--- src/rtl/permit_pkg.sv ---
package permit_pkg;

    typedef enum logic [1:0] {
        GRP_BEAM1  = 2'd0,
        GRP_SHARED = 2'd1,
        GRP_BEAM2  = 2'd2
    } grp_e;

    // Group membership by index: beam-1-only, shared, then beam-2-only.
    function automatic grp_e group_of(input int idx, input int n_b1, input int n_sh);
        if (idx < n_b1)             return GRP_BEAM1;
        else if (idx < n_b1 + n_sh) return GRP_SHARED;
        else                        return GRP_BEAM2;
    endfunction

    function automatic logic feeds_beam(input grp_e g, input int beam);
        if (beam == 0) return (g != GRP_BEAM2);
        else           return (g != GRP_BEAM1);
    endfunction

endpackage

--- src/rtl/permit_path.sv ---
module permit_path
    import permit_pkg::*;
#(
    parameter int N_B1 = 6,
    parameter int N_SH = 8,
    parameter int N_B2 = 6
) (
    input  logic                clk,
    input  logic                rst_n,
    input  logic [N_B1+N_SH+N_B2-1:0] perm_i,
    input  logic [N_B1+N_SH+N_B2-1:0] ign_i,
    output logic [N_B1+N_SH+N_B2-1:0] fail_o,
    output logic [N_B1+N_SH+N_B2-1:0] state_o,
    output logic                b1_ok_o,
    output logic                b2_ok_o
);
    localparam int N_IN = N_B1 + N_SH + N_B2;

    typedef struct packed {
        logic [N_IN-1:0] state;
        logic            b1_ok;
        logic            b2_ok;
    } path_t;

    path_t path_d, path_q;
    logic [N_IN-1:0] sel1, sel2;

    for (genvar g = 0; g < N_IN; g++) begin : g_sel
        assign sel1[g] = feeds_beam(group_of(g, N_B1, N_SH), 0);
        assign sel2[g] = feeds_beam(group_of(g, N_B1, N_SH), 1);
    end

    assign fail_o = ~perm_i & ~ign_i;

    always_comb begin
        path_d       = path_q;
        path_d.state = perm_i;
        path_d.b1_ok = ~|(fail_o & sel1);
        path_d.b2_ok = ~|(fail_o & sel2);
    end

    always_ff @(posedge clk or negedge rst_n) begin
        if (!rst_n) path_q <= '0;
        else        path_q <= path_d;
    end

    assign state_o = path_q.state;
    assign b1_ok_o = path_q.b1_ok;
    assign b2_ok_o = path_q.b2_ok;
endmodule

--- src/rtl/disc_monitor.sv ---
module disc_monitor #(
    parameter int N_IN = 20,
    parameter int LIM  = 4
) (
    input  logic            clk,
    input  logic            rst_n,
    input  logic [N_IN-1:0] a_i,
    input  logic [N_IN-1:0] b_i,
    input  logic            clr_i,
    output logic [N_IN-1:0] fault_o
);
    localparam int CW = $clog2(LIM) + 1;
    localparam logic [CW-1:0] TOP = CW'(LIM - 1);

    typedef struct packed {
        logic [N_IN-1:0][CW-1:0] cnt;
        logic [N_IN-1:0]         fault;
    } disc_t;

    disc_t disc_d, disc_q;

    always_comb begin
        disc_d = disc_q;
        for (int i = 0; i < N_IN; i++) begin
            if (a_i[i] != b_i[i]) begin
                if (disc_q.cnt[i] == TOP) disc_d.fault[i] = 1'b1;
                else                      disc_d.cnt[i]   = disc_q.cnt[i] + 1'b1;
            end else begin
                disc_d.cnt[i] = '0;
            end
        end
        if (clr_i) disc_d.fault = '0;
    end

    always_ff @(posedge clk or negedge rst_n) begin
        if (!rst_n) disc_q <= '0;
        else        disc_q <= disc_d;
    end

    assign fault_o = disc_q.fault;
endmodule

--- src/rtl/first_drop.sv ---
module first_drop #(
    parameter int N_IN = 20
) (
    input  logic                    clk,
    input  logic                    rst_n,
    input  logic                    perm_i,
    input  logic [N_IN-1:0]         fail_i,
    input  logic                    clr_i,
    output logic                    vld_o,
    output logic [$clog2(N_IN)-1:0] idx_o
);
    localparam int IW = $clog2(N_IN);

    typedef struct packed {
        logic          vld;
        logic [IW-1:0] idx;
    } rec_t;

    rec_t rec_d, rec_q;
    logic [IW-1:0] low_idx;

    always_comb begin
        low_idx = '0;
        for (int i = N_IN - 1; i >= 0; i--) begin
            if (fail_i[i]) low_idx = IW'(i);
        end
    end

    always_comb begin
        rec_d = rec_q;
        if (clr_i) begin
            rec_d = '0;
        end else if (!rec_q.vld && perm_i && |fail_i) begin
            rec_d.vld = 1'b1;
            rec_d.idx = low_idx;
        end
    end

    always_ff @(posedge clk or negedge rst_n) begin
        if (!rst_n) rec_q <= '0;
        else        rec_q <= rec_d;
    end

    assign vld_o = rec_q.vld;
    assign idx_o = rec_q.idx;
endmodule

--- src/rtl/permit_combiner.sv ---
module permit_combiner
    import permit_pkg::*;
#(
    parameter int N_B1 = 6,
    parameter int N_SH = 8,
    parameter int N_B2 = 6,
    parameter int LIM  = 4,
    localparam int N_IN = N_B1 + N_SH + N_B2,
    localparam int IW   = $clog2(N_IN)
) (
    input  logic            clk,
    input  logic            rst_n,
    input  logic [N_IN-1:0] perm_a_i,
    input  logic [N_IN-1:0] perm_b_i,
    input  logic [N_IN-1:0] mask_i,
    input  logic            safe_a_i,
    input  logic            safe_b_i,
    input  logic            clr_i,
    output logic            b1_perm_a_o,
    output logic            b1_perm_b_o,
    output logic            b1_perm_o,
    output logic            b2_perm_a_o,
    output logic            b2_perm_b_o,
    output logic            b2_perm_o,
    output logic            safe_o,
    output logic [N_IN-1:0] perm_state_a_o,
    output logic [N_IN-1:0] perm_state_b_o,
    output logic [N_IN-1:0] disc_fault_o,
    output logic            b1_first_vld_o,
    output logic [IW-1:0]   b1_first_idx_o,
    output logic            b2_first_vld_o,
    output logic [IW-1:0]   b2_first_idx_o
);
    typedef struct packed {
        logic cp_a;
        logic cp_b;
    } safe_t;

    safe_t safe_d, safe_q;

    always_comb begin
        safe_d      = safe_q;
        safe_d.cp_a = safe_a_i;
        safe_d.cp_b = safe_b_i;
    end

    always_ff @(posedge clk or negedge rst_n) begin
        if (!rst_n) safe_q <= '0;
        else        safe_q <= safe_d;
    end

    assign safe_o = safe_q.cp_a & safe_q.cp_b;

    logic [N_IN-1:0]       ign;
    logic [1:0][N_IN-1:0]  line, fail_ch, state_ch;
    logic [1:0]            ok1, ok2, fin;
    logic [1:0][N_IN-1:0]  beam_sel, beam_fail;
    logic [1:0]            fd_vld;
    logic [1:0][IW-1:0]    fd_idx;

    assign ign     = mask_i & {N_IN{safe_o}};
    assign line[0] = perm_a_i;
    assign line[1] = perm_b_i;

    // Separate A and B evaluation paths; no sharing between them.
    for (genvar c = 0; c < 2; c++) begin : g_chan
        permit_path #(.N_B1(N_B1), .N_SH(N_SH), .N_B2(N_B2)) u_path (
            .clk     (clk),
            .rst_n   (rst_n),
            .perm_i  (line[c]),
            .ign_i   (ign),
            .fail_o  (fail_ch[c]),
            .state_o (state_ch[c]),
            .b1_ok_o (ok1[c]),
            .b2_ok_o (ok2[c])
        );
    end

    assign fin[0] = ok1[0] & ok1[1];
    assign fin[1] = ok2[0] & ok2[1];

    for (genvar bm = 0; bm < 2; bm++) begin : g_beam
        for (genvar g = 0; g < N_IN; g++) begin : g_bit
            assign beam_sel[bm][g] = feeds_beam(group_of(g, N_B1, N_SH), bm);
        end
        assign beam_fail[bm] = (fail_ch[0] | fail_ch[1]) & beam_sel[bm];

        first_drop #(.N_IN(N_IN)) u_first (
            .clk    (clk),
            .rst_n  (rst_n),
            .perm_i (fin[bm]),
            .fail_i (beam_fail[bm]),
            .clr_i  (clr_i),
            .vld_o  (fd_vld[bm]),
            .idx_o  (fd_idx[bm])
        );
    end

    disc_monitor #(.N_IN(N_IN), .LIM(LIM)) u_disc (
        .clk     (clk),
        .rst_n   (rst_n),
        .a_i     (perm_a_i),
        .b_i     (perm_b_i),
        .clr_i   (clr_i),
        .fault_o (disc_fault_o)
    );

    assign b1_perm_a_o    = ok1[0];
    assign b1_perm_b_o    = ok1[1];
    assign b1_perm_o      = fin[0];
    assign b2_perm_a_o    = ok2[0];
    assign b2_perm_b_o    = ok2[1];
    assign b2_perm_o      = fin[1];
    assign perm_state_a_o = state_ch[0];
    assign perm_state_b_o = state_ch[1];
    assign b1_first_vld_o = fd_vld[0];
    assign b1_first_idx_o = fd_idx[0];
    assign b2_first_vld_o = fd_vld[1];
    assign b2_first_idx_o = fd_idx[1];
endmodule

--- config.mk ---
export PLATFORM = sky130hd
export DESIGN_NAME = permit_combiner
export DESIGN_NICKNAME = d
export VERILOG_FILES = /design/src/rtl/permit_pkg.sv /design/src/rtl/permit_path.sv /design/src/rtl/disc_monitor.sv /design/src/rtl/first_drop.sv /design/src/rtl/permit_combiner.sv
export SDC_FILE = /design/constraint.sdc
export NUM_CORES = 1
export LEC_CHECK = 0
export BUFFER_PORTS_ARGS = -buffer_cell sky130_fd_sc_hd__buf_4
export CAP_MARGIN = 10
export CORE_MARGIN = 5
export CORE_UTILIZATION = 40
export DETAILED_ROUTE_END_ITERATION = 10
export GPL_ROUTABILITY_DRIVEN = 0
export PLACE_DENSITY_LB_ADDON = 0.05
export REMOVE_ABC_BUFFERS = 1
export SYNTH_ARGS = -nofsm -noshare
export SYNTH_HDL_FRONTEND = slang
export SYNTH_SLANG_ARGS = --single-unit
--- constraint.sdc ---
create_clock -name clk -period 4.7 [get_ports clk]
set_input_delay 1.175 -clock clk [delete_from_list [all_inputs] [get_ports clk]]
set_output_delay 1.175 -clock clk [all_outputs]
set_load 0.02 [all_outputs]
==> results of run 1 <==
kinds of logic after synthesis:
logic type	after synthesis	synth area share
XOR/XNOR	40	0.05323
adder cells (fa/ha/maj)	40	0.07605
other	1	0.0005698
flip-flops	137	0.5209
AO/OA/AOI/OAI	122	0.1192
buffers and inverters	81	0.07148
AND/OR/NAND/NOR	168	0.1249
multiplexers	22	0.03365
worst paths after layout:
kind,startpoint,endpoint,slack [ns]
worst max-delay path,safe_q[0],safe_o,1.80
worst min register to register,u_disc.fault_o[5],u_disc.fault_o[5],0.49
max in group asynchronous,rst_n,u_disc.disc_q[24],2.95
worst min-delay path,u_disc.fault_o[5],u_disc.fault_o[5],0.49
worst max register to register,safe_q[0],g_beam[1].u_first.idx_o[2],1.91
min in group asynchronous,rst_n,u_disc.disc_q[49],0.82
routing by layer:
metal  vias up  wire length [microns]  track usage
met5         -                      0            0
met4         0                    271      0.05980
met3        25                    957      0.05517
met2       118                   7680       0.2754
met1      2345                   6980       0.2129
li1       2351                      -            -
per-stage QoR:
stage	instance area [sq um]	std cells	setup WS (ns)	hold slack (ns)
final	8257	967	1.800	0.4937
after global routing	8257	967	1.682	0.5282
after CTS	8257	967	1.789	0.5010
after detailed placement	7642	935	1.782	0.4873
after global placement	7642	935	1.818	0.4824
after floorplan	6272	573	2.090	0.4802
worst max-delay path: cells and delay by family, from the launching register on:
| kind | cells | cell delay (ns) |
|---|---|---|
| flops | 1 | 0.77 |
| buf+inv | 1 | 0.19 |
| simple gates | 1 | 0.34 |
layout make-up:
type,instances,area (sq um)
Tap cell,216,270.3
Sequential cell,137,3428
Multi-Input combinational cell,393,2683
Inverter,43,161.4
Fill cell,1474,7744
Clock buffer,18,439.2
Clock inverter,14,175.2
Timing Repair Buffer,146,1100
report_power, final:
group          internal, mW  total, mW  switching [mW]
clock network         0.849       1.37           0.521
logic                 0.416      0.924           0.507
registers              1.41       1.54           0.136
registers in the layout, summed over array words and instances (netlist names):
register / flops
g_chan.u_path.b1_ok_o: 2
u_disc.disc_q: 60
g_chan.u_path.b2_ok_o: 2
safe_q: 2
g_chan.u_path.state_o: 40
g_beam.u_first.idx_o: 9
g_beam.u_first.vld_o: 2
u_disc.fault_o: 20
cells in the final DEF, fill, tap and decap left out, types with 3 or more instances in the layout:
cell	instances
a31oi_1	6
o21ai_0	8
xor2_1	20
clkinv_4	4
a21oi_1	52
inv_1	43
nor2b_1	3
ha_1	40
clkinvlp_4	6
mux2i_1	21
nor4_1	3
o22ai_1	14
and3_2	5
a211oi_1	8
and2_1	3
and3_1	11
xnor2_1	20
a32oi_1	16
clkbuf_16	17
bufinv_16	3
a32o_1	6
dfrtp_1	137
nand2_1	9
buf_4	145
nor2_1	112
nand2b_1	4
==> impl_metrics.csv, run 1 <==
group,metric,value,unit
outcome,status,"completed",
worst_hold_path,min_path_type,"flip-flop to flip-flop",
clocking,cts_buffer_depth,2,
logic_synthesis,synth_ff_type,"dfrtp_1",
cells_and_area,finalNetCount,843,
floorplanning,die-area,19120,sq um
critical_path,cp_slowest_cell,"dfrtp_1",
cells_and_area,fin_util,0.5160,
clocking,htree_num_levels,4,
clocking,cts_setup_buffers,0,
critical_path,critical-path-max-stage-delay,0.77,ns
clocking,cts_buffers,17,
sta,finClkSkew,0.006551,ns
detailed_routing,drtIter0Drc,201,
logic_synthesis,synthArstFlopShare,1.000,
detailed_routing,via_per_inst,5.004,
cells_and_area,num_antenna_cells,0,
logic_synthesis,syn_area_per_cell,10.77,sq um
critical_path,crit_path_end_kind,"output pin",
logic_synthesis,synth_common_cells,"137 x dfrtp_1, 112 x nor2_1, 52 x a21oi_1",
job,cap_violations,0,
clocking,clk_latency,0.42,ns
critical_path,cp_cell_sequence,"and2_0, buf_4",
global_routing,antenna_found_initial,0,
global_routing,grt_pass1_wl,25.96,mm
sta,fmax,0.3448,GHz
pwr,powerDensity,464.6,nW/um^2
clocking,clk_pin_slew_worst_paths,0.06,ns
clocking,clkSinkCount,137,
logic_synthesis,synth_most_common_cell,"dfrtp_1",
floorplanning,start_util,0.4113,
placed_design,dp_hpwl,11.88,mm
clocking,cts-root-buf,"clkbuf_16",
placed_design,port_buffers,142,
pwr,cellLeakagePower,4.006,nW
critical_path,path_max_fanout,20,
pwr,power,3.836,mW
sta,setup_tns,0,ns
logic_synthesis,synthCells,611,
critical_path,cp.required,3.52,ns
global_routing,grt_max_degree,96,
worst_hold_path,min_delay_path_depth,2,
cells_and_area,drive_gt1_frac,0.2583,
critical_path,cp.arrival,1.72,ns
clocking,cts_hold_buf,0,
detailed_routing,first_pass_iters,4,
pwr,ir_drop,0.2466,mV
floorplanning,die_x,138.3,microns
sta,worst_slew_pin_slew,0.9008,ns
sta,min_period,2.900,ns
critical_path,reg2reg_depth,6,
detailed_routing,post-route-drc-count,0,
floorplanning,pin_count,144,
sta,maxSlewViolCount,0,
detailed_routing,ant_nets,0,
critical_path,critPathKind,"flip-flop to output pin",
floorplanning,core_area,16000,sq um
logic_synthesis,synth.area.top_cells,"dfrtp_1 52%, ha_1 7.6%, nor2_1 6.4%",
critical_path,worstSetupStartpointType,"flip-flop",
sta,rsz0062_at_grt,"no",
detailed_routing,vias,4839,
clocking,ctsResizeCount,0,
global_routing,grt_pass1_vias,5035,
logic_synthesis,ys.warnings.count,0,
logic_synthesis,synth_seq_cells,137,
sta,hold_violations,0,
logic_synthesis,yosysTopAreaCellShare,0.5209,
logic_synthesis,yosysTopAreaCell,"dfrtp_1",
global_routing,grt_use_total,0.1694,
logic_synthesis,syn-cell-area,6581,sq um
floorplanning,die_h,138.3,microns
detailed_routing,wl_per_cell,16.43,microns
cells_and_area,areaGrowthSynthToFinish,25.46,%
sta,relSlewSlack,0.3995,
logic_synthesis,synth_edf_count,0,
sta,finalCritPeriodShare,0.6170,
sta,setup_violations,0,
logic_synthesis,synth_seq_area_share,0.5209,
global_routing,grt.overflow.total,0,
clocking,cts_tree,"done",
logic_synthesis,synth_cell_types,52,
floorplanning,num_rows,46,
detailed_routing,wirelength,15.89,mm
Power figures use the tool's default switching activity.
==> run 2: changes to the inputs <==
ABC_AREA = 1   (was default)
clock period = 3 ns   (was 4.7 ns; I/O delays follow)
==> impl_metrics.csv, run 2 <==
group,metric,value,unit
pwr,p_int,4.198,mW
critical_path,crit_path_end_kind,"output pin",
detailed_routing,ant_nets,0,
logic_synthesis,synth_edf_count,0,
floorplanning,die-area,19290,sq um
cells_and_area,areaGrowthSynthToFinish,26.74,%
sta,relSlewSlack,0.5380,
logic_synthesis,synthCells,752,
detailed_routing,drtIter0Drc,193,
logic_synthesis,ys.warnings.count,0,
logic_synthesis,synth.area.top_cells,"dfrtp_1 52%, inv_1 8.4%, nand2_1 8.4%",
pwr,clkPwrFrac,0.345,
global_routing,grt_use_total,0.1679,
detailed_routing,vias,5139,
logic_synthesis,synth_cell_types,33,
clocking,cts_hold_buf,0,
detailed_routing,via_per_inst,4.572,
clocking,cts_setup_buffers,0,
global_routing,grt.met1_usage,0.2120,
logic_synthesis,yosysTopAreaCellShare,0.5160,
pwr,p_seq_frac,0.407,
clocking,clk_latency,0.41,ns
outcome,status,"completed",
sta,finalCritPeriodShare,0.7105,
clocking,clk_pin_slew_worst_paths,0.05,ns
sta,maxSlewViolCount,0,
global_routing,busiest_layer,"met2",
cells_and_area,multi_input_area,2461,sq um
clocking,htree_num_levels,4,
floorplanning,start_util,0.4035,
logic_synthesis,yosysTopAreaCell,"dfrtp_1",
cells_and_area,top_register,"u_disc.disc_q",
critical_path,reg2reg_depth,15,
logic_synthesis,synth_common_cells,"148 x inv_1, 148 x nand2_1, 137 x dfrtp_1",
logic_synthesis,syn_area_per_cell,8.835,sq um
pwr,cellLeakagePower,4.615,nW
floorplanning,pin_count,144,
sta,setup_tns,0,ns
sta,fmax,0.4692,GHz
global_routing,grt_pass1_vias,5350,
pwr,powerDensity,716.6,nW/um^2
global_routing,met3_usage,0.04586,
detailed_routing,wl_per_cell,13.86,microns
pwr,ir_drop,0.3934,mV
placed_design,dpl_cell_area,7841,sq um
floorplanning,die_x,138.9,microns
placed_design,port_buffers,142,
logic_synthesis,synth_seq_area_share,0.5160,
logic_synthesis,synth_ff_type,"dfrtp_1",
cells_and_area,drive_gt1_frac,0.2257,
sta,min_period,2.131,ns
sta,setup_violations,0,
global_routing,grt_pass1_wl,25.99,mm
floorplanning,die_h,138.9,microns
global_routing,grt_max_degree,73,
clocking,ctsResizeCount,0,
floorplanning,num_rows,47,
global_routing,gr-usage-met2,0.2731,
sta,worst_slew_pin_slew,0.6929,ns
cells_and_area,num_antenna_cells,0,
critical_path,rr_startpoint,"safe_q[1]",
critical_path,cp.required,2.25,ns
cells_and_area,fin_area,8421,sq um
floorplanning,core_area,16470,sq um
cells_and_area,most-common-layout-cells,"148 x inv_1, 148 x nand2_1, 144 x buf_4, 137 x dfrtp_1, 86 x nor2_1",
cells_and_area,seq_area,3428,sq um
global_routing,antenna_found_initial,0,
sta,rsz0062_at_grt,"no",
detailed_routing,first_pass_iters,4,
critical_path,path_max_fanout,18,
logic_synthesis,synth_seq_cells,137,
clocking,cts_buffers,17,
global_routing,grt.overflow.total,0,
sta,finClkSkew,0.004791,ns
critical_path,r2r-end,"g_beam[0].u_first.idx_o[0]",
clocking,cts_tree,"done",
cells_and_area,fillers,1554,
sta,hold_violations,0,
clocking,cts-root-buf,"clkbuf_16",
job,cap_violations,0,
critical_path,rrSetupSlack,1.09,ns
pwr,switching_share,0.3043,
logic_synthesis,syn-cell-area,6644,sq um
logic_synthesis,synthArstFlopShare,1.000,
cells_and_area,largest_reg_flops,60,
critical_path,critPathKind,"flip-flop to output pin",
placed_design,dp_hpwl,12.09,mm
critical_path,cp.arrival,1.38,ns
worst_hold_path,min_path_type,"input pin to async pin",
detailed_routing,wirelength,15.58,mm
cells_and_area,finalNetCount,997,
pwr,power_frac_comb,0.248,
pwr,power_switching,1.836,mW
clocking,cts_buffer_depth,2,
clocking,clkSinkCount,137,
critical_path,worstSetupStartpointType,"flip-flop",
detailed_routing,post-route-drc-count,0,
## run 2: power groups by stage
stage | clock network [mW] | logic (mW) | registers [mW]
global placement | 0 | 1.43 | 2.46
global route | 2.23 | 1.75 | 2.50
detailed placement | 0 | 1.52 | 2.49
floorplan | 0 | 0.964 | 2.52
finish | 2.08 | 1.49 | 2.46
CTS | 2.14 | 1.53 | 2.46
## run 2: through the flow
stage | instances | worst slack [ns] | util | total power, mW | hold WS [ns]
2_1_floorplan | 727 | 1.232 | - | 3.488 | 0.4544
3_3_place_gp | 1093 | 1.013 | 0.4762 | 3.890 | 0.4937
3_5_place_dp | 1093 | 0.9729 | 0.4762 | 4.007 | 0.5083
4_1_cts | 1124 | 0.8438 | 0.5114 | 6.128 | 0.3707
5_1_grt | 1124 | 0.7968 | 0.5114 | 6.485 | 0.4157
6_report | 1124 | 0.8686 | 0.5114 | 6.034 | 0.3525
## run 2: metal layers
layer	wire [microns]	vias to the layer above
met5	0	-
met4	397	0
met3	786	28
met2	7422	115
met1	6977	2396
li1	-	2600
## run 2: area by class of cell
type	count	share of cell area
repair buffers	146	0.1321
clock inverters	8	0.01441
inverters	149	0.06701
well taps	220	0.03269
multi-input cells	441	0.2923
flip-flops and latches	137	0.4071
clock buffers	23	0.05438
## run 2: worst max-delay path, cell delays in order (launching register included)
cell and delay [ns]:
dfrtp_1 0.43, nand2_2 0.11, inv_6 0.22, buf_4 0.20
## run 2: cells by family after synthesis
logic type	share of synthesized area
buf+inv	0.1136
other cells	0.0005644
mux	0.003013
compound gates	0.07627
flops	0.5160
xor+xnor	0.02637
simple gates	0.1889
fa+ha+maj	0.07533
## run 2: worst max path at each step
stage	startpoint	slack [ns]	end	depth (start not counted)
final	safe_q[1]	0.87	safe_o	3
after global routing	safe_q[1]	0.80	safe_o	3
after CTS	safe_q[1]	0.84	safe_o	3
after detailed placement	mask_i[12]	0.97	g_beam[1].u_first.vld_o	10
after global placement	mask_i[12]	1.01	g_beam[1].u_first.vld_o	10
after floorplan	mask_i[12]	1.23	g_beam[1].u_first.vld_o	9
==> run 3: changes to the inputs <==
clock period = 2.05 ns   (was 3 ns; I/O delays follow)
==> impl_metrics.csv, run 3 (synthesized netlist as in run 2, its figures left out) <==
group,metric,value,unit
outcome,status,"completed",
detailed_routing,first_pass_iters,4,
cells_and_area,fin_cells,1127,
clocking,cts_tree,"done",
sta,fmax,0.5416,GHz
cells_and_area,largest_reg_flops,60,
floorplanning,start_util,0.4035,
critical_path,r2r-end,"g_beam[0].u_first.idx_o[0]",
pwr,powerDensity,1069,nW/um^2
sta,relSlewSlack,0.6645,
sta,setup_violations,0,
detailed_routing,wl_per_cell,13.96,microns
global_routing,grt.overflow.total,0,
sta,min_period,1.846,ns
detailed_routing,via_per_inst,4.593,
clocking,ctsResizeCount,0,
placed_design,port_buffers,142,
cells_and_area,most-common-layout-cells,"148 x inv_1, 148 x nand2_1, 145 x buf_4, 137 x dfrtp_1, 86 x nor2_1",
sta,rsz0062_at_grt,"no",
cells_and_area,fillers,1565,
placed_design,dp_hpwl,12.48,mm
placed_design,dp_cells,1095,
sta,worst_slew_pin_slew,0.5033,ns
critical_path,reg2reg_depth,11,
sta,maxSlewViolCount,0,
clocking,clk_latency,0.42,ns
sta,finalCritPeriodShare,0.9007,
pwr,power_switching,2.724,mW
clocking,clk_pin_slew_worst_paths,0.06,ns
job,cap_violations,0,
global_routing,grt_pass1_vias,5255,
pwr,ir_drop,0.6232,mV
worst_hold_path,min_path_type,"input pin to async pin",
sta,setup_ws,0.2035,ns
critical_path,worstSetupStartpointType,"flip-flop",
floorplanning,die_x,138.9,microns
clocking,cts_setup_buffers,0,
detailed_routing,wirelength,15.73,mm
critical_path,rrSetupSlack,0.22,ns
floorplanning,core_area,16470,sq um
global_routing,grt_use_total,0.1675,
detailed_routing,ant_nets,0,
sta,holdWs,0.04443,ns
clocking,cts_hold_buf,0,
critical_path,cp.required,1.54,ns
placed_design,place_ws,0.2325,ns
floorplanning,die_h,138.9,microns
pwr,p_int,6.364,mW
floorplanning,die-area,19290,sq um
pwr,switching_share,0.2997,
pwr,power,9.088,mW
global_routing,grt_max_degree,52,
cells_and_area,areaGrowthSynthToFinish,27.99,%
sta,finClkSkew,0.004351,ns
pwr,clkPwrFrac,0.362,
critical_path,critPathLaunch,"safe_q[1]",
cells_and_area,finalNetCount,999,
detailed_routing,drtIter0Drc,212,
sta,hold_violations,0,
floorplanning,num_rows,47,
critical_path,critPathKind,"flip-flop to output pin",
clocking,cts-root-buf,"clkbuf_16",
detailed_routing,vias,5176,
pwr,p_seq_frac,0.396,
detailed_routing,post-route-drc-count,0,
global_routing,antenna_found_initial,0,
critical_path,cp.arrival,1.33,ns
global_routing,grt_pass1_wl,25.92,mm
critical_path,crit_path_end_kind,"output pin",
pwr,cellLeakagePower,4.651,nW
clocking,clkSinkCount,137,
sta,setup_tns,0,ns
cells_and_area,num_antenna_cells,0,
clocking,htree_num_levels,4,
critical_path,rr_startpoint,"safe_q[1]",
critical_path,path_max_fanout,18,
clocking,cts_buffer_depth,2,
cells_and_area,top_register,"u_disc.disc_q",
cells_and_area,drive_gt1_frac,0.2315,
clocking,cts_buffers,17,
floorplanning,pin_count,144,
pwr,power_frac_comb,0.242,
run 3: cell types whose count changed in the layout (fill, tap and decap cells not counted), sizes merged:
cell,before,now
clkinv,4,5
buf,146,148
bufinv,3,5
clkinvlp,1,3
clkbuf,23,19
run 3: final cells by class:
| class | count | area (sq um) | area share |
|---|---|---|---|
| timing repair buffer | 148 | 1140 | 0.1340 |
| inverter | 149 | 564.3 | 0.06636 |
| tap | 220 | 275.3 | 0.03237 |
| clock buffer | 19 | 432.9 | 0.05091 |
| multi-input combinational | 441 | 2461 | 0.2894 |
| clock inverter | 13 | 201.4 | 0.02369 |
| sequential | 137 | 3428 | 0.4032 |
run 3: how the worst max path moves through the flow:
stage / endpoint
after global routing: g_beam[0].u_first.idx_o[0]
final: safe_o
after global placement: g_beam[0].u_first.idx_o[0]
after CTS: safe_o
after floorplan: g_beam[1].u_first.vld_o
after detailed placement: g_beam[0].u_first.idx_o[0]
run 3: critical path, stage by stage, from the launching register on:
cell and delay, ns:
dfrtp_1 0.40, nand2_2 0.10, inv_6 0.21, buf_4 0.19
run 3: metal layers:
metal,vias to the layer above,GRT usage,part of all wire
met5,-,0,0
met3,20,0.04828,0.049
met2,106,0.2728,0.48
met4,0,0.05664,0.016
met1,2445,0.2155,0.45
li1,2605,-,-
run 3: metrics by stage:
step	util	cell area, sq um
4_1_cts	0.5164	8503
6_report	0.5164	8503
5_1_grt	0.5164	8503
2_1_floorplan	-	6454
3_5_place_dp	0.4779	7869
3_3_place_gp	0.4779	7869
run 3: power by group through the flow:
stage	clock (mW)	combinational, mW	sequential (mW)
global placement	0	2.09	3.61
CTS	3.37	2.24	3.61
floorplan	0	1.41	3.69
finish	3.29	2.20	3.60
global route	3.47	2.59	3.66
detailed placement	0	2.23	3.65
